[config.mk]
export PLATFORM = sky130hd
export DESIGN_NAME = chio_buffer
export DESIGN_NICKNAME = d
export VERILOG_FILES = /design/src/rtl/chio_pkg.sv /design/src/rtl/chio_sync.sv /design/src/rtl/chio_parity.sv /design/src/rtl/chio_rx.sv /design/src/rtl/chio_tx.sv /design/src/rtl/chio_buffer.sv
export SDC_FILE = /design/constraint.sdc
export NUM_CORES = 1
export LEC_CHECK = 0
export BUFFER_PORTS_ARGS = -buffer_cell sky130_fd_sc_hd__buf_2
export CAP_MARGIN = 10
export CORE_UTILIZATION = 45
export DETAILED_ROUTE_END_ITERATION = 6
export GPL_TIMING_DRIVEN = 1
export PLACE_DENSITY = 0.84
export SETUP_SLACK_MARGIN = 0.15
export SLEW_MARGIN = 20
export SYNTH_ARGS = -nofsm -noshare
export SYNTH_HDL_FRONTEND = slang
export SYNTH_SLANG_ARGS = --single-unit
export TNS_END_PERCENT = 30
[constraint.sdc]
create_clock -name clk -period 1.4 [get_ports clk]
set_input_delay 0.14 -clock clk [delete_from_list [all_inputs] [get_ports clk]]
set_output_delay 0.14 -clock clk [all_outputs]
set_load 0.05 [all_outputs]
[src/rtl/chio_pkg.sv]
package chio_pkg;
   typedef enum logic {DIR_RX = 1'b0, DIR_TX = 1'b1} chio_dir_e;

   function automatic logic chio_parity(input logic [31:0] bits, input int unsigned width,
                                        input logic odd);
      logic acc;
      acc = odd;
      for (int i = 0; i < 32; i++)
         if (i < int'(width)) acc = acc ^ bits[i];
      return acc;
   endfunction
endpackage

[src/rtl/chio_sync.sv]
module chio_sync #(
   parameter int STAGES = 2
) (
   input  logic clk,
   input  logic rst_n,
   input  logic async_in,
   output logic rise
);
   logic [STAGES:0] sh;

   for (genvar g = 0; g <= STAGES; g++) begin : g_stage
      if (g == 0) begin : g_first
         always_ff @(posedge clk or negedge rst_n)
            if (!rst_n) sh[0] <= 1'b0;
            else        sh[0] <= async_in;
      end else begin : g_next
         always_ff @(posedge clk or negedge rst_n)
            if (!rst_n) sh[g] <= 1'b0;
            else        sh[g] <= sh[g-1];
      end
   end

   assign rise = sh[STAGES-1] & ~sh[STAGES];
endmodule

[src/rtl/chio_parity.sv]
module chio_parity #(
   parameter int W = 6
) (
   input  logic [W-1:0] data,
   input  logic         par_in,
   input  logic         odd,
   output logic         par_o
);
   // with par_in = 0 this yields the parity bit to send;
   // with the received bit it yields 1 on a mismatch
   assign par_o = chio_pkg::chio_parity(32'(data), W, odd) ^ par_in;
endmodule

[src/rtl/chio_rx.sv]
module chio_rx #(
   parameter int W       = 6,
   parameter int ACK_LEN = 2
) (
   input  logic         clk,
   input  logic         rst_n,
   input  logic         start,
   input  logic         xfer,
   input  logic [W-1:0] in_data,
   input  logic         in_par,
   input  logic         no_par,
   input  logic         odd_sel,
   input  logic         take,
   output logic [W-1:0] rx_char,
   output logic         rx_full,
   output logic         ack,
   output logic         perr_set,
   output logic         done
);
   localparam int ACK_CW = $clog2(ACK_LEN + 1);

   logic [ACK_CW-1:0] ack_cnt;
   logic              mism;

   chio_parity #(.W(W)) u_chk (
      .data(in_data), .par_in(in_par), .odd(odd_sel), .par_o(mism)
   );

   assign done     = xfer & ~rx_full;
   assign perr_set = done & ~no_par & mism;
   assign ack      = (ack_cnt != '0);

   always_ff @(posedge clk or negedge rst_n) begin
      if (!rst_n) begin
         rx_char <= '0;
         rx_full <= 1'b0;
         ack_cnt <= '0;
      end else if (start) begin
         rx_char <= '0;
         rx_full <= 1'b0;
         ack_cnt <= '0;
      end else begin
         if (done) begin
            rx_char <= in_data;
            rx_full <= 1'b1;
            ack_cnt <= ACK_CW'(ACK_LEN);
         end else begin
            if (take) rx_full <= 1'b0;
            if (ack_cnt != '0) ack_cnt <= ack_cnt - 1'b1;
         end
      end
   end
endmodule

[src/rtl/chio_tx.sv]
module chio_tx #(
   parameter int W = 6
) (
   input  logic         clk,
   input  logic         rst_n,
   input  logic         start,
   input  logic         load,
   input  logic [W-1:0] tx_data,
   input  logic         xfer,
   input  logic         odd_sel,
   output logic [W-1:0] out_reg,
   output logic         out_par,
   output logic         tx_full,
   output logic         done
);
   logic [W-1:0] hold;
   logic         gen;

   chio_parity #(.W(W)) u_gen (
      .data(hold), .par_in(1'b0), .odd(odd_sel), .par_o(gen)
   );

   assign done = xfer & tx_full;

   always_ff @(posedge clk or negedge rst_n) begin
      if (!rst_n) begin
         hold    <= '0;
         tx_full <= 1'b0;
         out_reg <= '0;
         out_par <= 1'b0;
      end else if (start) begin
         hold    <= '0;
         tx_full <= 1'b0;
         out_reg <= '0;
         out_par <= 1'b0;
      end else if (done) begin
         out_reg <= hold;
         out_par <= gen;
         tx_full <= 1'b0;
      end else if (load && !tx_full) begin
         hold    <= tx_data;
         tx_full <= 1'b1;
      end
   end
endmodule

[src/rtl/chio_buffer.sv]
module chio_buffer #(
   parameter int CHAR_W      = 6,
   parameter int SYNC_STAGES = 2,
   parameter int ACK_LEN     = 2
) (
   input  logic              clk,
   input  logic              rst_n,
   input  logic              start,
   input  logic              rec_begin,
   input  logic              dir_out,
   input  logic              odd_sel,
   input  logic              last_chr,
   input  logic              dev_clk,
   input  logic [CHAR_W-1:0] in_data,
   input  logic              in_par,
   input  logic              no_par,
   output logic              read_ack,
   input  logic              cpu_take,
   output logic [CHAR_W-1:0] rx_char,
   output logic              par_err,
   input  logic              tx_load,
   input  logic [CHAR_W-1:0] tx_data,
   output logic [CHAR_W-1:0] out_data,
   output logic              out_par,
   output logic              buf_rdy,
   output logic              disc
);
   import chio_pkg::*;

   if (CHAR_W < 1 || CHAR_W > 32) begin : g_bad_w
      $error("chio_buffer: CHAR_W must lie in 1..32");
   end
   if (SYNC_STAGES < 2) begin : g_bad_sync
      $error("chio_buffer: SYNC_STAGES must be at least 2");
   end
   if (ACK_LEN < 1) begin : g_bad_ack
      $error("chio_buffer: ACK_LEN must be at least 1");
   end

   chio_dir_e    dir;
   logic         rise, xfer_rx, xfer_tx;
   logic         rx_full, tx_full, rx_done, tx_done, perr_set, tx_par;
   logic [CHAR_W-1:0] out_reg;

   assign dir     = chio_dir_e'(dir_out);
   assign xfer_rx = rise & (dir == DIR_RX) & ~disc;
   assign xfer_tx = rise & (dir == DIR_TX) & ~disc;

   chio_sync #(.STAGES(SYNC_STAGES)) u_sync (
      .clk(clk), .rst_n(rst_n), .async_in(dev_clk), .rise(rise)
   );

   chio_rx #(.W(CHAR_W), .ACK_LEN(ACK_LEN)) u_rx (
      .clk(clk), .rst_n(rst_n), .start(start), .xfer(xfer_rx),
      .in_data(in_data), .in_par(in_par), .no_par(no_par), .odd_sel(odd_sel),
      .take(cpu_take), .rx_char(rx_char), .rx_full(rx_full), .ack(read_ack),
      .perr_set(perr_set), .done(rx_done)
   );

   chio_tx #(.W(CHAR_W)) u_tx (
      .clk(clk), .rst_n(rst_n), .start(start), .load(tx_load & ~disc),
      .tx_data(tx_data), .xfer(xfer_tx), .odd_sel(odd_sel),
      .out_reg(out_reg), .out_par(tx_par), .tx_full(tx_full), .done(tx_done)
   );

   always_ff @(posedge clk or negedge rst_n) begin
      if (!rst_n) begin
         disc    <= 1'b0;
         par_err <= 1'b0;
      end else if (start || rec_begin) begin
         disc    <= 1'b0;
         par_err <= 1'b0;
      end else begin
         if ((rx_done || tx_done) && last_chr) disc <= 1'b1;
         if (perr_set) par_err <= 1'b1;
      end
   end

   assign out_data = disc ? '0 : out_reg;
   assign out_par  = disc ? 1'b0 : tx_par;
   assign buf_rdy  = ~disc & ((dir == DIR_TX) ? ~tx_full : ~rx_full);
endmodule

==> key figures <==
Die
  • Overall die area: 3240 um2
  • Starting utilization of the core area: 0.484
  • Cell Rows: 19
  • Chip Width: 57.0 um
  • Core box area: 2810 um2
  • IO Count: 41
  • Height of the die: 57.0 um

Drt
  • Total routed wire length on the met1 layer: 1300 um
  • Count of antenna-violating nets left after detailed routing: 0
  • Vias after detailed routing: 1092
  • Detailed-route vias per instance: 5.33
  • Met3 WL post-DR: 99 um
  • Total wire length after detailed routing: 3120 um
  • Routed met2 length: 1630 um
  • Routed length per placed instance: 15.2 um
  • Starting DRT DRC Count: 41
  • Highest routing layer actually used: met4
  • DRT Pass-1 Iters: 6
  • DRC violations left: 4

Placement
  • Instance area after placement: 1610 um2
  • DP Wirelength: 2220 um
  • Routability congestion estimate from global placement: 0.747
  • Count of input and output buffers: 40

Yosys
  • Number of flops mapped to enable cells by yosys: 0
  • Mean instance size in the synthesized netlist: 11.5 um2
  • Seq cells post-synth: 28
  • Primary flip-flop cell chosen by synthesis mapping: sky130_fd_sc_hd__dfrtp_1
  • Top-area cell type share of the netlist area: 0.516
  • Share of synthesized area occupied by flip-flops and latches: 0.516
  • Instance count of the mapped netlist: 118
  • Yosys warnings: 0
  • Net Count, Synth: 143
  • Post-synth top cells: sky130_fd_sc_hd__dfrtp_1 (28), sky130_fd_sc_hd__xnor2_1 (12), sky130_fd_sc_hd__a21oi_1 (8), sky130_fd_sc_hd__and2b_2 (8)
  • Mapped cell area: 1360 um2
  • Asr flop ratio synth: 1.00
  • Unique cell type count in the Yosys netlist: 32
  • Most area-consuming cells after synthesis: sky130_fd_sc_hd__dfrtp_1 (52%), sky130_fd_sc_hd__xnor2_1 (7.7%), sky130_fd_sc_hd__and2b_2 (5.2%)
  • Cell with the most instances after synthesis: sky130_fd_sc_hd__dfrtp_1
  • Post-synthesis cell type with the largest combined area: sky130_fd_sc_hd__dfrtp_1

Finish
  • Antenna diode count: 0
  • Layout Cell Area excl Fill: 1840 um2
  • Fraction of final layout cells sized beyond drive strength 1: 0.460
  • Fill cells: 211
  • Post-synthesis to final-layout area growth: 35.2%
  • Nets@finish: 200

Critical path
  • Slowest cell delay on critical path: 470 ps
  • Required arrival time at the worst endpoint: 1260 ps
  • Cell-by-cell trace of the critical path: buf_6 -> and2b_2 -> buf_8
  • Buffers & Inverters on Critical Path: 2
  • Critical path capture point type: output port
  • Slowest cell on the critical path: sky130_fd_sc_hd__dfrtp_2
  • Crit Path Class: register to output port
  • Sort of element at the start of the critical path: register
  • CP max FO: 8
  • Cell family contributing the most delay on the critical path: flip-flops
  • Arrival time at the worst endpoint: 1330 ps

Clock tree
  • CTS tree: yes
  • Reg clk slew, reported paths: 150 ps
  • Buffer type at the clock tree root: sky130_fd_sc_hd__clkbuf_4
  • Number of H-tree branching levels: 1
  • Number of sinks on the clock net: 28
  • Cts bufs inserted: 3
  • Insertion delay to the later sink of the worst-skew pair: 340 ps
  • Largest buffer count on any clock path: 2

STA
  • Total setup violations reported at the end of the flow: 16
  • Final Slew Violations: 0
  • Final cycle utilization of the critical path: 1.05
  • Worst Skew: 6.38 ps
  • Final Hold Fails: 0
  • Unrepaired setup endpoints after global routing: true
  • Setup ws final: -69.4 ps
  • Max Fclk: 681 MHz
  • Final min period: 1470 ps
  • Worst Tran Pin Value: 639 ps
  • Final Hold Slack: 33.3 ps
  • Worst max-slew margin expressed relative to the limit: 0.574

Outcome
  • Run status: complete, but fails checks
  • Failing checks: DRC, setup timing

GRT
  • Total global routing track utilization: 0.217
  • Wire length of the first global-routing pass: 5240 um
  • Pin count of the biggest net entering global routing: 29
  • Number of global-route vias before repair: 1128
  • Global-route congestion overflow total: 0
  • Initial antenna violation count: 0

Power and ir drop
  • Worst vdd ir: 614 uV
  • Static power due to leakage: 0.904 nW
  • Cell Pwr Density: 1130 nW/um2

Job
  • Max-capacitance violation count: 0

Hold path
  • Hold WC Path Type: input port to register
==> final timing paths <==
check                           slack (ps)  cells past startpoint                           to              startpoint
worst min-delay path                    30                      3     u_rx.rx_full$_DFFE_PN0P_                cpu_take
min in group asynchronous              340                      2  u_rx.rx_char[1]$_DFFE_PN0P_                   rst_n
worst max-delay path                   -70                      3                  out_data[4]        disc$_DFFE_PN0P_
worst min register to register         370                      0       u_sync.sh[1]$_DFF_PN0_  u_sync.sh[0]$_DFF_PN0_
max in group asynchronous              610                      2     u_tx.tx_full$_DFFE_PN0P_                   rst_n
worst max register to register         -40                      4  u_tx.out_reg[4]$_DFFE_PN0N_        disc$_DFFE_PN0P_
==> repair_timing <==
| item | in CTS | in global routing |
|---|---|---|
| pin swaps | 11 | 5 |
| hold buffers | 3 | 0 |
| buffers inserted | 7 | 1 |
| gates resized for setup | 29 | 0 |
| endpoints found under the setup margin | 34 | 35 |
| hold endpoints to repair | 30 | 0 |
==> worst reg2reg max path: stages, from the launching register on <==
cell                      delay [ps]
sky130_fd_sc_hd__dfrtp_2         470
sky130_fd_sc_hd__buf_6           130
sky130_fd_sc_hd__nor3b_4         290
sky130_fd_sc_hd__a31oi_4         190
sky130_fd_sc_hd__a22o_1          250
==> metal layers <==
metal,GRT usage,up-vias
li1,-,517
met5,0,-
met2,0.387,26
met1,0.258,540
met3,0.0454,9
met4,0.0801,0
==> cell type report <==
| cell class | count | area, um2 | share of cell area |
|---|---|---|---|
| multi-input combinational | 81 | 621 | 0.338 |
| inverter | 5 | 18.8 | 0.0102 |
| tap | 31 | 38.8 | 0.0211 |
| sequential | 28 | 703 | 0.383 |
| timing repair buffer | 56 | 403 | 0.219 |
| clock inverter | 1 | 30.0 | 0.0163 |
| clock buffer | 3 | 22.5 | 0.0123 |
==> where the power goes <==
| group | switching [W] | total, W | leakage, nW | internal (W) |
|---|---|---|---|---|
| Combinational | 0.000330 | 0.000647 | 0.503 | 0.000317 |
| Clock | 0.000246 | 0.000536 | 0.0279 | 0.000290 |
| Sequential | 0.0000327 | 0.000891 | 0.373 | 0.000858 |
| Total | 0.000609 | 0.00207 | 0.904 | 0.00146 |
==> layout by cell type (no fill, tap or decap), types with 2 or more instances in the layout <==
cell,n
sky130_fd_sc_hd__buf_2,31
sky130_fd_sc_hd__dfrtp_1,26
sky130_fd_sc_hd__xnor2_1,12
sky130_fd_sc_hd__buf_6,10
sky130_fd_sc_hd__buf_4,10
sky130_fd_sc_hd__and2b_2,8
sky130_fd_sc_hd__a21oi_1,8
sky130_fd_sc_hd__nor2_1,7
sky130_fd_sc_hd__a22o_1,7
sky130_fd_sc_hd__mux2i_1,6
sky130_fd_sc_hd__nand3_1,6
sky130_fd_sc_hd__nand2_1,6
sky130_fd_sc_hd__inv_2,3
sky130_fd_sc_hd__nor3_1,3
sky130_fd_sc_hd__clkbuf_4,3
sky130_fd_sc_hd__dlygate4sd3_1,3
sky130_fd_sc_hd__inv_1,2
sky130_fd_sc_hd__xor2_1,2
sky130_fd_sc_hd__dfrtp_2,2
sky130_fd_sc_hd__buf_8,2
==> metrics by stage <==
stage / util / cells / power, W / worst slack (ps) / TNS [ps]
6_report: 0.655 / 205 / 0.00207 / -69.4 / -582
5_1_grt: 0.655 / 205 / 0.00217 / -136 / -2450
2_1_floorplan: - / 118 / 0.00126 / -192 / -2710
4_1_cts: 0.652 / 204 / 0.00207 / -70.9 / -826
3_3_place_gp: 0.573 / 190 / 0.00137 / 103 / 0
3_5_place_dp: 0.573 / 190 / 0.00140 / -46.5 / -103
==> cell families (layout without fill, tap and decap cells) <==
group | after synthesis | in the layout | share of synthesized area
xor+xnor | 14 | 14 | 0.0902
simple gates | 38 | 38 | 0.173
fa+ha+maj | 1 | 1 | 0.00921
buf+inv | 9 | 65 | 0.0387
mux | 7 | 7 | 0.0525
flops | 28 | 28 | 0.516
compound gates | 21 | 21 | 0.121
No activity file was read; power rests on OpenSTA's default activity.
